==> config.mk <==
export PLATFORM = sky130hd
export DESIGN_NAME = clkgen_top
export DESIGN_NICKNAME = d
export VERILOG_FILES = /design/src/rtl/clkgen_pkg.sv /design/src/rtl/clkgen_sync.sv /design/src/rtl/clkgen_strap.sv /design/src/rtl/clkgen_div.sv /design/src/rtl/clkgen_gate.sv /design/src/rtl/clkgen_top.sv
export SDC_FILE = /design/constraint.sdc
export NUM_CORES = 1
export LEC_CHECK = 0
export ABC_CLOCK_PERIOD_IN_PS = 2950
export BUFFER_PORTS_ARGS = -buffer_cell sky130_fd_sc_hd__buf_2
export CORE_UTILIZATION = 23
export CTS_CLUSTER_SIZE = 20
export DETAILED_ROUTE_END_ITERATION = 16
export PLACE_DENSITY = 0.49
export SLEW_MARGIN = 20
export SYNTH_ARGS = -nofsm -noshare
export SYNTH_HDL_FRONTEND = slang
export SYNTH_SLANG_ARGS = --single-unit
==> constraint.sdc <==
create_clock -name clk_i -period 2.95 [get_ports clk_i]
set_input_delay 0.59 -clock clk_i [delete_from_list [all_inputs] [get_ports clk_i]]
set_output_delay 0.59 -clock clk_i [all_outputs]
set_load 0.03 [all_outputs]
==> src/rtl/clkgen_pkg.sv <==
package clkgen_pkg;
  typedef enum logic [1:0] {
    MODE_HIZ  = 2'b00,
    MODE_TEST = 2'b01,
    MODE_LO   = 2'b10,
    MODE_HI   = 2'b11
  } mode_e;

  localparam int G_CPU  = 0;
  localparam int G_SDR  = 1;
  localparam int G_M66  = 2;
  localparam int G_PCI  = 3;
  localparam int G_APIC = 4;
  localparam int G_USB  = 5;
  localparam int G_REF  = 6;
  localparam int NGRP   = 7;
endpackage

==> src/rtl/clkgen_sync.sv <==
module clkgen_sync #(
  parameter int             W      = 1,
  parameter int             STAGES = 2,
  parameter logic [W-1:0]   RST    = '0
) (
  input  logic         clk_i,
  input  logic         rst_ni,
  input  logic [W-1:0] d_i,
  output logic [W-1:0] q_o
);
  logic [W-1:0] stg_q [STAGES];

  always_ff @(posedge clk_i or negedge rst_ni) begin
    if (!rst_ni) begin
      for (int s = 0; s < STAGES; s++) stg_q[s] <= RST;
    end else begin
      stg_q[0] <= d_i;
      for (int s = 1; s < STAGES; s++) stg_q[s] <= stg_q[s-1];
    end
  end

  assign q_o = stg_q[STAGES-1];
endmodule

==> src/rtl/clkgen_strap.sv <==
module clkgen_strap #(
  parameter int SETTLE = 64
) (
  input  logic clk_i,
  input  logic rst_ni,
  input  logic pad_i,
  output logic strap_o,
  output logic oe_o,
  output logic latch_o
);
  localparam int SW = $clog2(SETTLE + 1);

  logic [SW-1:0] cnt_q;

  always_ff @(posedge clk_i or negedge rst_ni) begin
    if (!rst_ni) begin
      cnt_q   <= '0;
      strap_o <= 1'b1;
      oe_o    <= 1'b0;
      latch_o <= 1'b0;
    end else begin
      latch_o <= 1'b0;
      if (!oe_o) begin
        if (cnt_q == SW'(SETTLE)) begin
          strap_o <= pad_i;
          oe_o    <= 1'b1;
          latch_o <= 1'b1;
        end else begin
          cnt_q <= cnt_q + SW'(1);
        end
      end
    end
  end

  assert_no_early_drive_R2: assert property (@(posedge clk_i) disable iff (!rst_ni)
    (cnt_q < SW'(SETTLE)) |-> !oe_o);

  assert_oe_sticky_R2: assert property (@(posedge clk_i) disable iff (!rst_ni)
    $past(oe_o) |-> oe_o);
endmodule

==> src/rtl/clkgen_div.sv <==
module clkgen_div #(
  parameter int DW = 4
) (
  input  logic          clk_i,
  input  logic          rst_ni,
  input  logic          restart_i,
  input  logic [DW-1:0] half_i,
  output logic          wave_o
);
  localparam int CW = DW + 1;

  logic [CW-1:0] cnt_q;
  logic [CW-1:0] last;

  assign last = {half_i, 1'b0} - CW'(1);

  always_ff @(posedge clk_i or negedge rst_ni) begin
    if (!rst_ni) begin
      cnt_q  <= '0;
      wave_o <= 1'b0;
    end else if (restart_i) begin
      cnt_q  <= '0;
      wave_o <= 1'b0;
    end else begin
      wave_o <= (cnt_q < {1'b0, half_i});
      cnt_q  <= (cnt_q >= last) ? '0 : cnt_q + CW'(1);
    end
  end

  assert_restart_low_R8: assert property (@(posedge clk_i) disable iff (!rst_ni)
    restart_i |=> !wave_o);
endmodule

==> src/rtl/clkgen_gate.sv <==
module clkgen_gate (
  input  logic clk_i,
  input  logic rst_ni,
  input  logic wave_i,
  input  logic en_i,
  output logic clk_o
);
  logic g_q;

  // enable only moves while the waveform is low
  always_ff @(posedge clk_i or negedge rst_ni) begin
    if (!rst_ni)      g_q <= 1'b0;
    else if (!wave_i) g_q <= en_i;
  end

  assign clk_o = wave_i & g_q;

  assert_rise_with_wave_R10: assert property (@(posedge clk_i) disable iff (!rst_ni)
    $rose(clk_o) |-> $rose(wave_i));

  assert_fall_with_wave_R10: assert property (@(posedge clk_i) disable iff (!rst_ni)
    $fell(clk_o) |-> $fell(wave_i));

  assert_off_stays_low_R9: assert property (@(posedge clk_i) disable iff (!rst_ni)
    (!en_i && !wave_i) |=> !clk_o);
endmodule

==> src/rtl/clkgen_top.sv <==
module clkgen_top
  import clkgen_pkg::*;
#(
  parameter int N_CPU        = 3,
  parameter int N_SDRAM      = 9,
  parameter int N_M66        = 2,
  parameter int N_PCI        = 8,
  parameter int N_APIC       = 2,
  parameter int N_USB        = 2,
  parameter int DIV_USB      = 4,
  parameter int DIV_REF      = 14,
  parameter int STRAP_SETTLE = 64,
  parameter int SYNC_STAGES  = 2
) (
  input  logic               clk_i,
  input  logic               rst_ni,
  input  logic [1:0]         sel_i,
  input  logic               pd_ni,
  input  logic               ref_pad_i,
  input  logic [N_CPU-1:0]   cpu_en_i,
  input  logic [N_SDRAM-1:0] sdram_en_i,
  input  logic [N_M66-1:0]   m66_en_i,
  input  logic [N_PCI-1:0]   pci_en_i,
  input  logic [N_APIC-1:0]  apic_en_i,
  input  logic [N_USB-1:0]   usb_en_i,
  output logic [N_CPU-1:0]   cpu_o,
  output logic               cpu_oe_o,
  output logic [N_SDRAM-1:0] sdram_o,
  output logic               sdram_oe_o,
  output logic [N_M66-1:0]   m66_o,
  output logic [N_PCI-1:0]   pci_o,
  output logic               pci_oe_o,
  output logic [N_APIC-1:0]  apic_o,
  output logic [N_USB-1:0]   usb_o,
  output logic               ref_o,
  output logic               ref_oe_o
);
  localparam int MAXA = (DIV_USB > 12) ? DIV_USB : 12;
  localparam int MAXN = (DIV_REF > MAXA) ? DIV_REF : MAXA;
  localparam int DW   = $clog2(MAXN + 1);

  localparam int O_CPU  = 0;
  localparam int O_SDR  = O_CPU + N_CPU;
  localparam int O_M66  = O_SDR + N_SDRAM;
  localparam int O_PCI  = O_M66 + N_M66;
  localparam int O_APIC = O_PCI + N_PCI;
  localparam int O_USB  = O_APIC + N_APIC;
  localparam int O_REF  = O_USB + N_USB;
  localparam int NT     = O_REF + 1;

  function automatic int grp_of(int i);
    if (i < O_SDR)  return G_CPU;
    if (i < O_M66)  return G_SDR;
    if (i < O_PCI)  return G_M66;
    if (i < O_APIC) return G_PCI;
    if (i < O_USB)  return G_APIC;
    if (i < O_REF)  return G_USB;
    return G_REF;
  endfunction

  logic [1:0]      sel_q;
  logic            pd_run;
  mode_e           mode_r;
  logic            strap, strap_oe, strap_latch;
  logic            restart;
  logic [DW-1:0]   half [NGRP];
  logic [NGRP-1:0] wave;
  logic [NT-1:0]   en_all;
  logic [NT-1:0]   out_all;

  clkgen_sync #(.W(2), .STAGES(SYNC_STAGES), .RST(2'b11)) u_sel_sync (
    .clk_i(clk_i), .rst_ni(rst_ni), .d_i(sel_i), .q_o(sel_q)
  );

  clkgen_sync #(.W(1), .STAGES(SYNC_STAGES), .RST(1'b1)) u_pd_sync (
    .clk_i(clk_i), .rst_ni(rst_ni), .d_i(pd_ni), .q_o(pd_run)
  );

  clkgen_strap #(.SETTLE(STRAP_SETTLE)) u_strap (
    .clk_i(clk_i), .rst_ni(rst_ni), .pad_i(ref_pad_i),
    .strap_o(strap), .oe_o(strap_oe), .latch_o(strap_latch)
  );

  always_ff @(posedge clk_i or negedge rst_ni) begin
    if (!rst_ni) mode_r <= MODE_HI;
    else         mode_r <= mode_e'(sel_q);
  end

  // a new mode or a freshly latched strap realigns every divider
  assign restart = (mode_e'(sel_q) != mode_r) | strap_latch;

  always_comb begin
    half[G_SDR] = DW'(2);
    half[G_M66] = DW'(3);
    half[G_PCI] = DW'(6);
    if (mode_r == MODE_TEST) begin
      half[G_CPU]  = DW'(2);
      half[G_APIC] = DW'(6);
      half[G_USB]  = DW'(2);
      half[G_REF]  = DW'(1);
    end else begin
      half[G_CPU]  = (mode_r == MODE_LO) ? DW'(3) : DW'(2);
      half[G_APIC] = strap ? DW'(6) : DW'(12);
      half[G_USB]  = DW'(DIV_USB);
      half[G_REF]  = DW'(DIV_REF);
    end
  end

  for (genvar g = 0; g < NGRP; g++) begin : g_div
    clkgen_div #(.DW(DW)) u_div (
      .clk_i(clk_i), .rst_ni(rst_ni), .restart_i(restart),
      .half_i(half[g]), .wave_o(wave[g])
    );
  end

  assign en_all = {strap_oe, usb_en_i, apic_en_i, pci_en_i, m66_en_i, sdram_en_i, cpu_en_i};

  for (genvar i = 0; i < NT; i++) begin : g_out
    localparam int GI = grp_of(i);
    clkgen_gate u_gate (
      .clk_i(clk_i), .rst_ni(rst_ni), .wave_i(wave[GI]),
      .en_i(en_all[i] & pd_run), .clk_o(out_all[i])
    );
  end

  assign cpu_o   = out_all[O_SDR-1:O_CPU];
  assign sdram_o = out_all[O_M66-1:O_SDR];
  assign m66_o   = out_all[O_PCI-1:O_M66];
  assign pci_o   = out_all[O_APIC-1:O_PCI];
  assign apic_o  = out_all[O_USB-1:O_APIC];
  assign usb_o   = out_all[O_REF-1:O_USB];
  assign ref_o   = out_all[O_REF];
  assign ref_oe_o = strap_oe;

  assign cpu_oe_o   = (mode_r != MODE_HIZ);
  assign sdram_oe_o = (mode_r != MODE_HIZ);
  assign pci_oe_o   = (mode_r != MODE_HIZ);

  assert_apic_sync_R7: assert property (@(posedge clk_i) disable iff (!rst_ni)
    $rose(wave[G_APIC]) |-> $rose(wave[G_PCI]));

  assert_pci_cpu_phase_R8: assert property (@(posedge clk_i) disable iff (!rst_ni)
    $rose(wave[G_PCI]) |-> $rose(wave[G_CPU]) && $rose(wave[G_M66]));
endmodule

==> flow_summary.yaml <==
run_status:
  outcome: "complete, no violations"
cells_and_area:
  syn_to_final_growth_pct: 18.0
  num_antenna_cells: 0
  fill_cells: 1712
  mostFrequentLayoutCells: "78 x dfrtp_1, 61 x buf_2, 32 x nor2_1"
  seqCellArea_um2: 2190
  drive_above_1_share: 0.239
  mostFrequentLayoutCell: "dfrtp_1"
  nNetsFinal: 427
  final_util: 0.279
  multiInputGateArea_um2: 1370
  fin_cells: 597
floorplanning:
  core_um2: 16000
  rows: 46
  initial_utilization: 0.237
  die_x_um: 130
  dieHeight_um: 130
  die-area_um2: 17000
  ios: 63
clock_network:
  root_buffer: "clkbuf_16"
  clock-sinks: 87
  clockBufferDepth: 2
  cts_tree: "yes"
  numCtsBuffers: 9
  htree_levels: 3
  cts.reportedPaths.clkPinSlew_ns: 0.06
  clock_latency_ns: 0.33
  cts_hold_buffers: 0
  ctsResizeCount: 0
  post-cts-setup-buffer-count: 0
global_route:
  grtUsageMet1: 0.100
  grtUsageMet2: 0.139
  grt_pass1_wl_um: 11000
  top_usage_layer: "met2"
  grt_use_total: 0.0860
  grt_overflow: 0
  grt_start_max_net_pins: 51
  grt_pass1_vias: 2375
  antenna_found_initial: 0
  met3_usage: 0.0320
synthesis:
  yosysSeqAreaShare: 0.578
  netlist_instances: 325
  avgSynthCellArea_um2: 11.7
  synth_cell_types: 41
  netlist_area_um2: 3790
  ys_ff_latch: 87
  ys_warn_count: 0
pwr:
  p_switching_mw: 0.570
  p_int_mw: 1.90
  leakagePower_nw: 2.34
  irDropWorstVdd_mv: 0.256
  clockPowerShare: 0.415
  seq_power_share: 0.516
  swShare: 0.230
  powerDensity_nw_per_um2: 553
  combPwrFrac: 0.069
worst_setup_path:
  cp-start-kind: "register"
  required_ns: 3.17
  endpoint_kind: "register"
  criticalPathCategory: "register to register"
  cp_max_fo: 8
  critPathArrivalTime_ns: 2.74
timing:
  finClkSkew_ns: 0.00485
  fin_ws_ns: 0.426
  tightest_slew_ns: 0.676
  fmaxAchievable_mhz: 396
  slew_headroom: 0.548
  setup_tns_ns: 0
  slew_viol_final: 0
  hold_viol: 0
  finalSetupViolCount: 0
  rsz0062_at_grt: "no"
  post-route-period-util: 0.856
  min_period_ns: 2.52
min_path:
  hold_class: "primary input to async pin"
route:
  num_vias: 2367
  drc: 0
  avgViaCountPerCell: 3.96
  antenna_left: 0
  post_drt_wl_per_cell_um: 11.1
  dr.first_iter.drc_count: 91
  drt_pass1_iterations: 4
  drt_wl_total_um: 6610
placed_design:
  place_congestion: 0.684
  post-place-ws_ns: 0.417
  placed_cells: 582
  place.port_buffers: 62
  dpl.hpwl_um: 4780
run:
  max_cap_violations: 0
## stage by stage
step           area, um2  total power, mW  hold slack [ns]
3_5_place_dp        4200             1.48            0.348
3_3_place_gp        4200             1.47            0.348
4_1_cts             4470             2.54            0.234
2_1_floorplan       3820             1.40            0.294
5_1_grt             4470             2.61            0.264
6_report            4470             2.47            0.228
## registers in the layout, indices dropped and copies added, names as in the netlist, 2 cells and up
signal              cells
u_strap.cnt_q           7
g_div.u_div.cnt_q      35
u_sel_sync.q_o          2
mode_r                  2
u_sel_sync.stg_q        2
g_out.u_gate.g_q       27
g_div.u_div.wave_o      7
## logic make-up (layout without fill, tap and decap cells)
group,after synthesis,after routing,synth area share
AO/OA/AOI/OAI,50,50,0.0928
XOR/XNOR,16,16,0.0370
adder cells (fa/ha/maj),18,18,0.0594
buffers and inverters,42,90,0.0694
flip-flops,87,87,0.578
multiplexers,2,2,0.00594
other,1,9,0.000990
AND/OR/NAND/NOR,109,109,0.157
## power by group through the flow
stage / sequential [mW] / combinational (mW) / clock, mW
floorplan: 1.29 / 0.110 / 0
global placement: 1.30 / 0.170 / 0
detailed placement: 1.30 / 0.176 / 0
CTS: 1.28 / 0.176 / 1.09
global route: 1.28 / 0.196 / 1.13
finish: 1.28 / 0.170 / 1.03
## per-layer routing
metal	vias up	part of all wire	routed length, um
li1	1164	-	-
met1	1145	0.47	3080
met2	52	0.47	3090
met3	6	0.053	352
met4	0	0.012	80
met5	-	0	0
## path summary, 6_finish.rpt
| path | from | depth (start not counted) | end | slack (ns) |
|---|---|---|---|---|
| min | rst_ni | 1 | g_div[4].u_div.cnt_q[1]$_DFF_PN0_ | 0.23 |
| min in group clk_i | sel_i[0] | 1 | u_sel_sync.stg_q[2]$_DFF_PN1_ | 0.35 |
| max | mode_r[1]$_DFF_PN1_ | 8 | g_div[4].u_div.cnt_q[3]$_DFF_PN0_ | 0.43 |
| max reg2reg | mode_r[1]$_DFF_PN1_ | 8 | g_div[4].u_div.cnt_q[3]$_DFF_PN0_ | 0.43 |
| max in group asynchronous | rst_ni | 2 | g_div[2].u_div.wave_o$_DFF_PN0_ | 2.10 |
| min reg2reg | u_pd_sync.stg_q[1]$_DFF_PN1_ | 0 | u_pd_sync.q_o$_DFF_PN1_ | 0.36 |
## worst max-delay path, stage by stage, from the launching register on
cell	delay [ns]
dfstp_2	0.55
nand2b_1	0.16
inv_1	0.15
nor2_1	0.20
inv_1	0.11
ha_1	0.30
or4b_2	0.67
nand3_1	0.20
nor2_1	0.07
## synthesized netlist by cell type
| library cell | number | area share |
|---|---|---|
| nand2b_1 | 5 | 0.0083 |
| and3_1 | 2 | 0.0033 |
| a21oi_1 | 8 | 0.011 |
| a211o_1 | 1 | 0.0023 |
| o21ai_0 | 3 | 0.0040 |
| or3_4 | 1 | 0.0030 |
| xor2_1 | 6 | 0.014 |
| a211oi_1 | 3 | 0.0059 |
| xnor2_1 | 10 | 0.023 |
| nor3_2 | 1 | 0.0026 |
| nand3_1 | 10 | 0.013 |
| dfrtp_1 | 78 | 0.52 |
| o211a_1 | 1 | 0.0026 |
| nor2b_1 | 7 | 0.012 |
| dfstp_2 | 9 | 0.062 |
| ha_1 | 18 | 0.059 |
| nor3b_1 | 1 | 0.0020 |
| nor2_1 | 32 | 0.032 |
| buf_4 | 28 | 0.055 |
| nand4_1 | 1 | 0.0017 |
| and2_1 | 27 | 0.045 |
| o31ai_1 | 1 | 0.0020 |
| or4b_2 | 1 | 0.0026 |
| o211ai_1 | 1 | 0.0020 |
| o21bai_1 | 1 | 0.0020 |
| nor4b_1 | 1 | 0.0023 |
| and4b_1 | 1 | 0.0026 |
| clkbuf_1 | 2 | 0.0020 |
| nand4b_1 | 1 | 0.0023 |
| conb_1 | 1 | 0.00099 |
| nand2_1 | 6 | 0.0059 |
| or4_1 | 1 | 0.0020 |
| mux2_2 | 2 | 0.0059 |
| or2_2 | 1 | 0.0017 |
| inv_1 | 12 | 0.012 |
| o21ai_1 | 1 | 0.0013 |
| a21o_1 | 28 | 0.055 |
| or3_1 | 2 | 0.0033 |
| a221oi_1 | 2 | 0.0046 |
| nor4_1 | 5 | 0.0083 |
| nor3_1 | 3 | 0.0040 |
## area by class of cell
type,instances,area share
flip-flops and latches,87,0.490
multi-input cells,204,0.306
repair buffers,63,0.0744
well taps,216,0.0605
clock buffers,12,0.0551
inverters,12,0.0101
clock inverters,3,0.00448
Note: power is estimated with default switching activity, not from simulation.
